--- src/rtl/qry_pkg.sv ---
package qry_pkg;

  typedef enum logic {
    MODE_QUERY = 1'b0,
    MODE_IDENT = 1'b1
  } qry_mode_e;

  typedef enum logic [1:0] {
    SZ_BYTE = 2'd0,
    SZ_HALF = 2'd1,
    SZ_WORD = 2'd2,
    SZ_BUS  = 2'd3
  } qry_size_e;

  localparam int unsigned QRY_TBL_MAX  = 128;
  localparam int unsigned QRY_HDR_BASE = 16;

  function automatic logic [8*QRY_TBL_MAX-1:0] hdr_table();
    logic [8*QRY_TBL_MAX-1:0] t;
    t = '0;
    t[8*(QRY_HDR_BASE+0) +: 8] = 8'h51;
    t[8*(QRY_HDR_BASE+1) +: 8] = 8'h52;
    t[8*(QRY_HDR_BASE+2) +: 8] = 8'h59;
    t[8*(QRY_HDR_BASE+3) +: 8] = 8'h01;
    t[8*(QRY_HDR_BASE+4) +: 8] = 8'h00;
    return t;
  endfunction

  localparam logic [8*QRY_TBL_MAX-1:0] QRY_HDR_TABLE = hdr_table();

  function automatic int unsigned size_to_bytes(qry_size_e sz, int unsigned bus);
    case (sz)
      SZ_BYTE: return 1;
      SZ_HALF: return 2;
      SZ_WORD: return (bus < 4) ? bus : 4;
      default: return bus;
    endcase
  endfunction

endpackage

--- src/rtl/qry_lane_rep.sv ---
module qry_lane_rep #(
  parameter int unsigned SLICE_BYTES = 1,
  parameter int unsigned COPIES      = 1
) (
  input  logic [8*SLICE_BYTES-1:0]        slice_i,
  output logic [8*SLICE_BYTES*COPIES-1:0] bank_o
);
  localparam int unsigned SB = 8 * SLICE_BYTES;

  for (genvar c = 0; c < COPIES; c++) begin : g_copy
    assign bank_o[c*SB +: SB] = slice_i;
  end

endmodule

--- src/rtl/qry_sub_query.sv ---
module qry_sub_query
  import qry_pkg::*;
#(
  parameter int unsigned ADDR_W    = 12,
  parameter int unsigned BANK_W    = 1,
  parameter int unsigned DEV_W     = 1,
  parameter int unsigned MAX_DEV_W = 1,
  parameter int unsigned TBL_BYTES = 82,
  parameter logic [8*TBL_BYTES-1:0] TABLE = '0,
  parameter logic [15:0] MFR_ID    = 16'h0000,
  parameter logic [15:0] DEV_ID    = 16'h0000,
  parameter int unsigned OFFSET    = 0
) (
  input  logic [ADDR_W-1:0]   addr_i,
  input  qry_mode_e           mode_i,
  output logic [8*BANK_W-1:0] resp_o
);
  localparam int unsigned SA_W      = ADDR_W + 4;
  localparam int unsigned SHIFT     = $clog2(BANK_W) + $clog2(MAX_DEV_W) - $clog2(DEV_W);
  localparam int unsigned TI_W      = (TBL_BYTES > 1) ? $clog2(TBL_BYTES) : 1;
  localparam int unsigned DSB       = 8 * DEV_W;
  localparam int unsigned MDB       = 8 * MAX_DEV_W;
  localparam int unsigned COPIES    = BANK_W / DEV_W;
  localparam bit          NARROW_OK = (DEV_W == MAX_DEV_W) || (DEV_W == 1 && BANK_W <= 4);

  logic [SA_W-1:0] sub_addr, idx;
  logic            in_tbl;
  logic [7:0]      tbl_arr [TBL_BYTES];
  logic [7:0]      tbl_byte;
  logic [MDB-1:0]  qry_word;
  logic [15:0]     id_sel;
  logic [DSB-1:0]  dev_slice;
  logic [8*BANK_W-1:0] bank_word;

  for (genvar g = 0; g < TBL_BYTES; g++) begin : g_tbl
    assign tbl_arr[g] = TABLE[8*g +: 8];
  end

  assign sub_addr = SA_W'(addr_i) + SA_W'(OFFSET);
  assign idx      = sub_addr >> SHIFT;
  assign in_tbl   = idx < SA_W'(TBL_BYTES);
  assign tbl_byte = in_tbl ? tbl_arr[idx[TI_W-1:0]] : 8'h00;

  // byte mode of a wider part: repeat the byte, do not zero-pad
  if (DEV_W == MAX_DEV_W) begin : g_native
    assign qry_word = MDB'(tbl_byte);
  end else begin : g_narrow
    for (genvar b = 0; b < MAX_DEV_W; b++) begin : g_rep
      assign qry_word[8*b +: 8] = tbl_byte;
    end
  end

  always_comb begin
    case (idx[7:0])
      8'd0:    id_sel = MFR_ID;
      8'd1:    id_sel = DEV_ID;
      default: id_sel = 16'h0000;
    endcase
  end

  always_comb begin
    if (mode_i == MODE_IDENT) dev_slice = DSB'(32'(id_sel));
    else                      dev_slice = DSB'(qry_word);
  end

  qry_lane_rep #(
    .SLICE_BYTES(DEV_W),
    .COPIES     (COPIES)
  ) u_rep (
    .slice_i(dev_slice),
    .bank_o (bank_word)
  );

  assign resp_o = NARROW_OK ? bank_word : '0;

endmodule

--- src/rtl/qry_resp_fmt.sv ---
module qry_resp_fmt
  import qry_pkg::*;
#(
  parameter int unsigned ADDR_W    = 12,
  parameter int unsigned BUS_BYTES = 4,
  parameter int unsigned BANK_W    = 1,
  parameter int unsigned DEV_W     = 1,
  parameter int unsigned MAX_DEV_W = 1,
  parameter int unsigned TBL_BYTES = 82,
  parameter logic [8*TBL_BYTES-1:0] TABLE = QRY_HDR_TABLE[8*TBL_BYTES-1:0],
  parameter logic [15:0] MFR_ID    = 16'h0089,
  parameter logic [15:0] DEV_ID    = 16'h0018
) (
  input  logic                   clk_i,
  input  logic                   rst_ni,
  input  logic                   rd_i,
  input  logic                   mode_i,
  input  logic [1:0]             size_i,
  input  logic [ADDR_W-1:0]      addr_i,
  output logic [8*BUS_BYTES-1:0] data_o,
  output logic                   valid_o
);
  localparam int unsigned DATA_W    = 8 * BUS_BYTES;
  localparam int unsigned NSUB      = BUS_BYTES / BANK_W;
  localparam int unsigned BANK_BITS = 8 * BANK_W;
  localparam int unsigned RB_W      = $clog2(BUS_BYTES) + 1;

  if (!(BANK_W == 1 || BANK_W == 2 || BANK_W == 4)) begin : g_bad_bank
    $error("BANK_W must be 1, 2 or 4");
  end
  if (!(DEV_W == 1 || DEV_W == 2 || DEV_W == 4)) begin : g_bad_dev
    $error("DEV_W must be 1, 2 or 4");
  end
  if (!(MAX_DEV_W == 1 || MAX_DEV_W == 2 || MAX_DEV_W == 4)) begin : g_bad_max
    $error("MAX_DEV_W must be 1, 2 or 4");
  end
  if (DEV_W > BANK_W || DEV_W > MAX_DEV_W) begin : g_bad_order
    $error("DEV_W must not exceed BANK_W or MAX_DEV_W");
  end
  if (DEV_W != MAX_DEV_W && DEV_W != 1) begin : g_bad_narrow
    $error("narrow operation only in byte mode");
  end
  if (!(BUS_BYTES == 4 || BUS_BYTES == 8) || BANK_W > BUS_BYTES) begin : g_bad_bus
    $error("BUS_BYTES must be 4 or 8 and at least BANK_W");
  end
  if (TBL_BYTES > QRY_TBL_MAX || ADDR_W < 8) begin : g_bad_tbl
    $error("table too large or address too narrow");
  end

  logic [DATA_W-1:0] raw_word, masked_word;
  logic [RB_W-1:0]   rd_bytes;
  qry_mode_e         mode;

  assign mode = qry_mode_e'(mode_i);

  for (genvar k = 0; k < NSUB; k++) begin : g_sub
    qry_sub_query #(
      .ADDR_W   (ADDR_W),
      .BANK_W   (BANK_W),
      .DEV_W    (DEV_W),
      .MAX_DEV_W(MAX_DEV_W),
      .TBL_BYTES(TBL_BYTES),
      .TABLE    (TABLE),
      .MFR_ID   (MFR_ID),
      .DEV_ID   (DEV_ID),
      .OFFSET   (k * BANK_W * BANK_W)
    ) u_sub (
      .addr_i(addr_i),
      .mode_i(mode),
      .resp_o(raw_word[k*BANK_BITS +: BANK_BITS])
    );
  end

  always_comb rd_bytes = RB_W'(size_to_bytes(qry_size_e'(size_i), BUS_BYTES));

  for (genvar j = 0; j < BUS_BYTES; j++) begin : g_mask
    assign masked_word[8*j +: 8] = (RB_W'(j) < rd_bytes) ? raw_word[8*j +: 8] : 8'h00;
  end

  always_ff @(posedge clk_i or negedge rst_ni) begin
    if (!rst_ni) begin
      data_o  <= '0;
      valid_o <= 1'b0;
    end else begin
      valid_o <= rd_i;
      if (rd_i) data_o <= masked_word;
    end
  end

endmodule

--- config.mk ---
export PLATFORM = sky130hd
export DESIGN_NAME = qry_resp_fmt
export DESIGN_NICKNAME = d
export VERILOG_FILES = /design/src/rtl/qry_pkg.sv /design/src/rtl/qry_lane_rep.sv /design/src/rtl/qry_sub_query.sv /design/src/rtl/qry_resp_fmt.sv
export SDC_FILE = /design/constraint.sdc
export NUM_CORES = 1
export LEC_CHECK = 0
export ABC_AREA = 1
export BUFFER_PORTS_ARGS = -buffer_cell sky130_fd_sc_hd__buf_2
export CELL_PAD_IN_SITES_DETAIL_PLACEMENT = 1
export CELL_PAD_IN_SITES_GLOBAL_PLACEMENT = 2
export CORE_MARGIN = 4
export CORE_UTILIZATION = 29
export CTS_BUF_LIST = sky130_fd_sc_hd__clkbuf_8
export DETAILED_ROUTE_END_ITERATION = 16
export HOLD_SLACK_MARGIN = 0.12
export PLACE_DENSITY = 0.9
export SKIP_CTS_REPAIR_TIMING = 1
export SYNTH_ARGS = -nofsm -noshare
export SYNTH_HDL_FRONTEND = slang
export SYNTH_SLANG_ARGS = --single-unit
--- constraint.sdc ---
create_clock -name clk_i -period 1.16 [get_ports clk_i]
set_clock_uncertainty 0.2 [all_clocks]
set_input_delay 0.29 -clock clk_i [delete_from_list [all_inputs] [get_ports clk_i]]
set_output_delay 0.29 -clock clk_i [all_outputs]
set_load 0.01 [all_outputs]
; Word level (Yosys, flattened, before mapping)
; Memories as Yosys holds them, arrays and structs flattened.
; Cells that the tools add are included.
[word_totals]
mem_count = 4
mem_bits_ro = 4096
output_inout_bits = 33
word_cells = 60
regBits = 33
[classes]
n_bitwise = 4
n_mux = 25
reduce_logical = 5
n_eq_ne = 5
magnitude_cmp = 12
n_addsub = 3
[memory_table]
columns = memory, words, width, read_ports, rd_clocked_by_memory_dff, write_ports, line
row1 = (no name shown), 128, 8, 1, 0, 0, qry_sub_query.sv:42  ; assign tbl_byte = in_tbl ? tbl_arr[idx[TI_W-1:0]] : 8'h00;
row2 = (no name shown), 128, 8, 1, 0, 0, qry_sub_query.sv:42
row3 = (no name shown), 128, 8, 1, 0, 0, qry_sub_query.sv:42
row4 = (no name shown), 128, 8, 1, 0, 0, qry_sub_query.sv:42
[ops]
columns = cell, n
row1 = $mux W8, 20
row2 = $pmux W8 S2, 4
row3 = $lt A16 B7 Y1 const B, 3
row4 = $eq A8 B1 Y1 const B, 4
row5 = $ge A8 B8 Y1 const B, 4
row6 = $logic_not A8 Y1, 4
row7 = $not A7 Y8, 4
row8 = $add A12 B2 Y13 const B, 2
row9 = $add A12 B1 Y13 const B, 1
row10 = $lt A12 B7 Y1 const B, 1
row11 = $lt A1 B3 Y1 const A, 2
row12 = $lt A2 B3 Y1 const A, 2
row13 = $pmux W3 S2, 1
row14 = $eq A2 B1 Y1 const B, 1
row15 = $logic_not A2 Y1, 1

; Longest topological paths before layout
[depth]
ltp_word = 8
mapped_depth = 14
ltp_nobuf = 14

; By module
; From an unflattened synthesis, not the netlist that was laid out.
[hier_totals]
cells_unflattened = 581
hier_area_um2 = 3555.9
[by_module_without_submodules]
columns = mod, area_per_inst_um2, cells_per_inst, seq_area_each_um2, n_inst
row1 = qry_resp_fmt, 1377.6, 160, 825.8, 1
row2 = qry_sub_query (g_sub[3].u_sub), 606.8, 124, 0.0, 1
row3 = qry_sub_query (g_sub[1].u_sub), 569.3, 112, 0.0, 1
row4 = qry_sub_query (g_sub[2].u_sub), 526.8, 111, 0.0, 1
row5 = qry_lane_rep, 60.1, 8, 0.0, 4
row6 = qry_sub_query (g_sub[0].u_sub), 235.2, 42, 0.0, 1

; Worst setup path after synthesis
; Ideal clock, no wire load.
[synth_path]
path_kind = input to register
start = input addr_i[1]
end = register data_o[27]
arrival_time_ns = 1.689
setup_ns = 0.066
required_ns = 0.894
setup_slack_ns = -0.794
n_path_buf = 0
cell_stages = 10
path_cell_list = inv_1 > ha_1 > inv_1 > ha_1 > or2_2 > nor2_1 > nand4_1 > o21ai_1 > nand2_1 > nand2_1
[synth_via]
elab_chain_cells = 8
elab_cells_between_ends = 12
classes_between = add/sub (1) / order compare (1) / eq/ne (1) / mux (6) / bitwise (1) / reduce/logical (1) / memory (1)
[synth_rtl]
columns = item, line
row1 = "start, declared", qry_resp_fmt.sv:19  ; input logic [ADDR_W-1:0] addr_i,
row2 = $add A12 B2 Y13 (*), qry_sub_query.sv:39  ; assign sub_addr = SA_W'(addr_i) + SA_W'(OFFSET);
row3 = $not A7 Y8 (not written as such), qry_sub_query.sv:42
row4 = $mem_v2 Z128 W8, n/a
row5 = $mux W8 (not written as such) (2 in a row), qry_sub_query.sv:42
row6 = $mux W8, qry_sub_query.sv:42
row7 = $mux W8 (*), qry_sub_query.sv:62  ; if (mode_i == MODE_IDENT) dev_slice = DSB'(32'(id_sel));
row8 = $mux W8 (*), qry_resp_fmt.sv:77  ; assign masked_word[8*j +: 8] = (RB_W'(j) < rd_bytes) ? raw_word[8*j +: 8] : 8'h00;
row9 = "end signal, assigned", qry_resp_fmt.sv:86  ; if (rd_i) data_o <= masked_word;
row10 = "end, declared", qry_resp_fmt.sv:20  ; output logic [8*BUS_BYTES-1:0] data_o,
; Every way passes the cells marked *; elsewhere a longest branch is shown, timed or not. The select of a mux whose other input is x is not followed.
; A chain may end at the register's enable or synchronous reset.

; Worst setup path after layout
[layout_path]
start = input addr_i[1]
end = register data_o[12]
[layout_via]
elab_chain_cells = 8
elab_cells_between_ends = 12
classes_between = add/sub (1) / order compare (1) / eq/ne (1) / mux (6) / bitwise (1) / reduce/logical (1) / memory (1)
[layout_rtl]
columns = item, line
row1 = $add A12 B1 Y13 (*), qry_sub_query.sv:39
row2 = $not A7 Y8 (not written as such), qry_sub_query.sv:42
row3 = $mem_v2 Z128 W8, n/a
row4 = $mux W8 (not written as such) (2 in a row), qry_sub_query.sv:42
row5 = $mux W8, qry_sub_query.sv:42
row6 = $mux W8 (*), qry_sub_query.sv:62
row7 = $mux W8 (*), qry_resp_fmt.sv:77
; Marked as above.

==> summary.md <==
| Metric | Value |
|---|---|
| Post-synthesis instance area | `about 0.0024 mm^2` |
| Max stage delay cell, worst path | `ha_4` |
| Post-synth EDFFs | `0` |
| Final nets | `~550` |
| Switching pwr | `approximately 0.001 W` |
| Final hold violation count | `0` |
| Switching share of power | `37.2%` |
| Total power | `0.00262 W` |
| CTS Sinks | `25` |
| Pre-Repair DR Iteration Count | `4` |
| Iter 0 DRT Violations | `94` |
| Largest net degree at the start of global routing | `26` |
| #FFs+latches synth | `25` |
| Arrival @ worst endpoint | `1.77 ns` |
| Number of fillers in the final layout | `1000` |
| Inst Count DP | `594` |
| Total track usage | `between 10% and 20%` |
| Core area | `between 0.007 and 0.008 mm^2` |
| Power share of the combinational group | `45.7%` |
| Sequential Area | `between 600 and 700 um^2` |
| Critical path type | `in -> reg` |
| Port Buffer Count | `42` |
| Share of layout cells above drive strength 1 | `roughly 52%` |
| Multi-input gate area | `approximately 0.0022 mm^2` |
| Max-Cap Viols | `0` |
| Worst Hold Class | `in -> reg` |
| Final instance area | `0.00420 mm^2` |
| Final core utilization | `53.5%` |
| Async S/R FF share, synth | `100%` |
| Final WS setup | `-0.600 ns` |
| DR vias | `approximately 3000` |
| Drt via density | `slightly below 5` |
| Crit-path leading delay family | `simple AND/OR/NAND/NOR gates` |
| HPWL after detailed placement | `7.31 mm` |
| Post-synthesis sequential area ratio | `between 20% and 30%` |
| Worst path most repeated cell | `nand2_1` |
| Vias in the first global route | `~3000` |
| Die area | `between 0.009 and 0.01 mm^2` |
| Setup crit end kind | `flip-flop` |
| Pwr/cell area | `between 600 and 700 mW/mm^2` |
| N_diodes | `0` |
| Rows | `32` |
| Crit path launch type | `input port` |
| DRC Markers | `0` |
| Placed Area | `around 0.0034 mm^2` |
| Worst skew pair latency | `0.27 ns` |
| CTS HTree Levels | `1` |
| YS warnings | `0` |
| Int Pwr | `between 0.0015 and 0.002 W` |
| Grt total ovfl | `0` |
| CTS tree | `yes` |
| Worst Hold Slack | `0.150 ns` |
| Worst-path maximum fanout | `5` |
| FMAX | `about 570 MHz` |
| CP Buf/Inv Count | `4` |
| Final wirelength | `10.2 mm` |
| Min cycle time layout | `1.76 ns` |
| Final Cycle Share | `152%` |
| CTS Buf Count | `3` |
| Clk buf depth | `2` |
| Initial antenna violation count | `0` |
| Max IR drop VDD | `0.353 mV` |
| Die width | `just under 100 um` |
| Non-filler instance count after layout | `approximately 620` |
| Chip height | `just under 100 um` |
| Area Growth Syn to Fin | `76.5%` |
| Post-DRT Antenna Nets | `0` |
| Setup violators final | `49` |
| Clk slew on worst S/H paths | `0.09 ns` |
| Critical Path Max Stage Delay | `around 0.22 ns` |
| Data required, critical path | `between 1 and 1.5 ns` |
| Syn Area/Cell | `6.08 um^2` |
| Clock Power Share | `approximately a fifth` |
| Worst path cell trace | `buf_8 -> buf_6 -> ha_4 -> inv_4 -> ha_4 -> inv_4 -> nand4_1 -> nand2_1 -> nand2_1 -> nand2_2 -> nand3_2 -> nand3b_1 -> nand2_1` |
| Sequential power share | `between 30% and 40%` |
| Failing checks | `setup timing` |
| Placer congestion estimate | `between 0.8 and 0.9` |
| Unrepaired setup endpoints after global routing | `yes` |
| Lkg Pwr | `2.10 nW` |
| Synth Flop Type | `dfrtp_1` |
| I/O Pins | `between 50 and 60` |
| WL per Instance | `around 16 um` |
| Status | `complete, but fails checks` |
| Synth unique cells | `28` |
| Starting Density | `30.3%` |
| Post-Syn Instances | `~390` |
| CTS root buf | `clkbuf_8` |
| Global-route wire length before repair | `around 15 mm` |
| Final Max Slew Viols | `0` |
==> per-stage QoR <==
step                      setup slack [ns]  setup TNS [ns]
after global routing                -0.715          -17.37
after detailed placement            -0.970          -20.13
after floorplan                     -0.699           -9.57
final                               -0.600          -14.58
after CTS                           -0.700          -16.70
after global placement              -0.885          -18.87
==> layout by cell type, fill, tap and decap left out, types with 5 or more instances in the layout <==
cell type / Yosys / final
nand2_1: 130 / 98
buf_4: 11 / 83
buf_2: 2 / 35
nand3_1: 48 / 32
inv_1: 43 / 26
dfrtp_1: 25 / 25
nand2_2: 5 / 24
nor2_1: 37 / 18
nor2_4: 0 / 15
inv_2: 5 / 14
nor2_2: 9 / 13
nand4_1: 11 / 11
nand2_4: 0 / 11
buf_6: 0 / 11
nand3_2: 0 / 10
ha_4: 0 / 9
o21ai_1: 7 / 8
conb_1: 1 / 8
nand3_4: 0 / 6
inv_4: 0 / 5
nor3_2: 0 / 5
==> kinds of logic (layout without fill, tap and decap cells) <==
logic type | after synthesis | count (layout) | share of synthesized area, %
xor+xnor | 2 | 2 | 0.737
buf+inv | 65 | 189 | 12.1
fa+ha+maj | 13 | 13 | 6.84
compound gates | 24 | 24 | 5.68
other cells | 1 | 8 | 0.158
simple gates | 261 | 261 | 48.2
flops | 25 | 25 | 26.3
==> sequential cells by signal, indices dropped and copies added (netlist names) <==
name and flops:
data_o 24, valid_o 1
==> layout make-up <==
type / instances / share of cell area [%]
Multi-Input combinational cell: 308 / 51.3
Tap cell: 102 / 3.04
Timing Repair Buffer: 137 / 24.7
Sequential cell: 25 / 14.9
Clock inverter: 1 / 0.0894
Inverter: 48 / 4.98
Clock buffer: 3 / 0.984
==> worst reg2reg max path, delay by kind of cell (launching register included) <==
| kind | cells | cell delay, ns |
|---|---|---|
| flops | 1 | 0.38 |
| buf+inv | 2 | 0.19 |
| simple gates | 2 | 0.10 |
| compound gates | 1 | 0.09 |
==> metal layers <==
layer	part of all wire [%]	global-route usage [%]	up-vias
met3	3.1	1.27	21
met5	0	0	-
met1	43	25.0	1489
li1	-	-	1495
met4	2.2	3.57	0
met2	52	31.1	74
==> path summary, 6_finish.rpt <==
kind | from | to | slack (ns) | cells after the start
worst min-delay path | rd_i | valid_o | 0.15 | 2
max in group asynchronous | rst_ni | data_o[16] | 0.18 | 3
worst min register to register | data_o[14] | data_o[14] | 0.28 | 2
worst max register to register | data_o[12] | data_o[12] | 0.10 | 5
min in group asynchronous | rst_ni | data_o[3] | 0.33 | 3
worst max-delay path | addr_i[1] | data_o[12] | -0.60 | 13
==> synth_stat cells, types with 2 or more instances <==
| library cell | instances | area share [%] |
|---|---|---|
| nor2_2 | 9 | 2.4 |
| or2_1 | 2 | 0.53 |
| inv_2 | 5 | 0.79 |
| nor2_1 | 37 | 5.8 |
| clkbuf_1 | 4 | 0.63 |
| a21oi_1 | 5 | 1.1 |
| o21ai_0 | 7 | 1.5 |
| dfrtp_1 | 25 | 26 |
| nor3_1 | 11 | 2.3 |
| o31ai_1 | 2 | 0.63 |
| buf_4 | 11 | 3.5 |
| inv_1 | 43 | 6.8 |
| nand3b_1 | 3 | 0.95 |
| nand2_2 | 5 | 1.3 |
| buf_2 | 2 | 0.42 |
| nand2_1 | 130 | 21 |
| nand4_1 | 11 | 2.9 |
| ha_1 | 13 | 6.8 |
| nand3_1 | 48 | 10 |
| o21ai_1 | 7 | 1.5 |
| nor4_1 | 2 | 0.53 |
| and2_1 | 2 | 0.53 |
| xor2_1 | 2 | 0.74 |
==> power by group through the flow <==
| stage | logic, W | registers (W) | clock network [W] |
|---|---|---|---|
| floorplan | 0.000463 | 0.000938 | 0 |
| detailed placement | 0.000885 | 0.000926 | 0 |
| global placement | 0.000853 | 0.000924 | 0 |
| CTS | 0.000890 | 0.000908 | 0.000522 |
| global route | 0.00129 | 0.000911 | 0.000553 |
| finish | 0.00120 | 0.000907 | 0.000516 |
No activity file was read; power rests on OpenSTA's default activity.
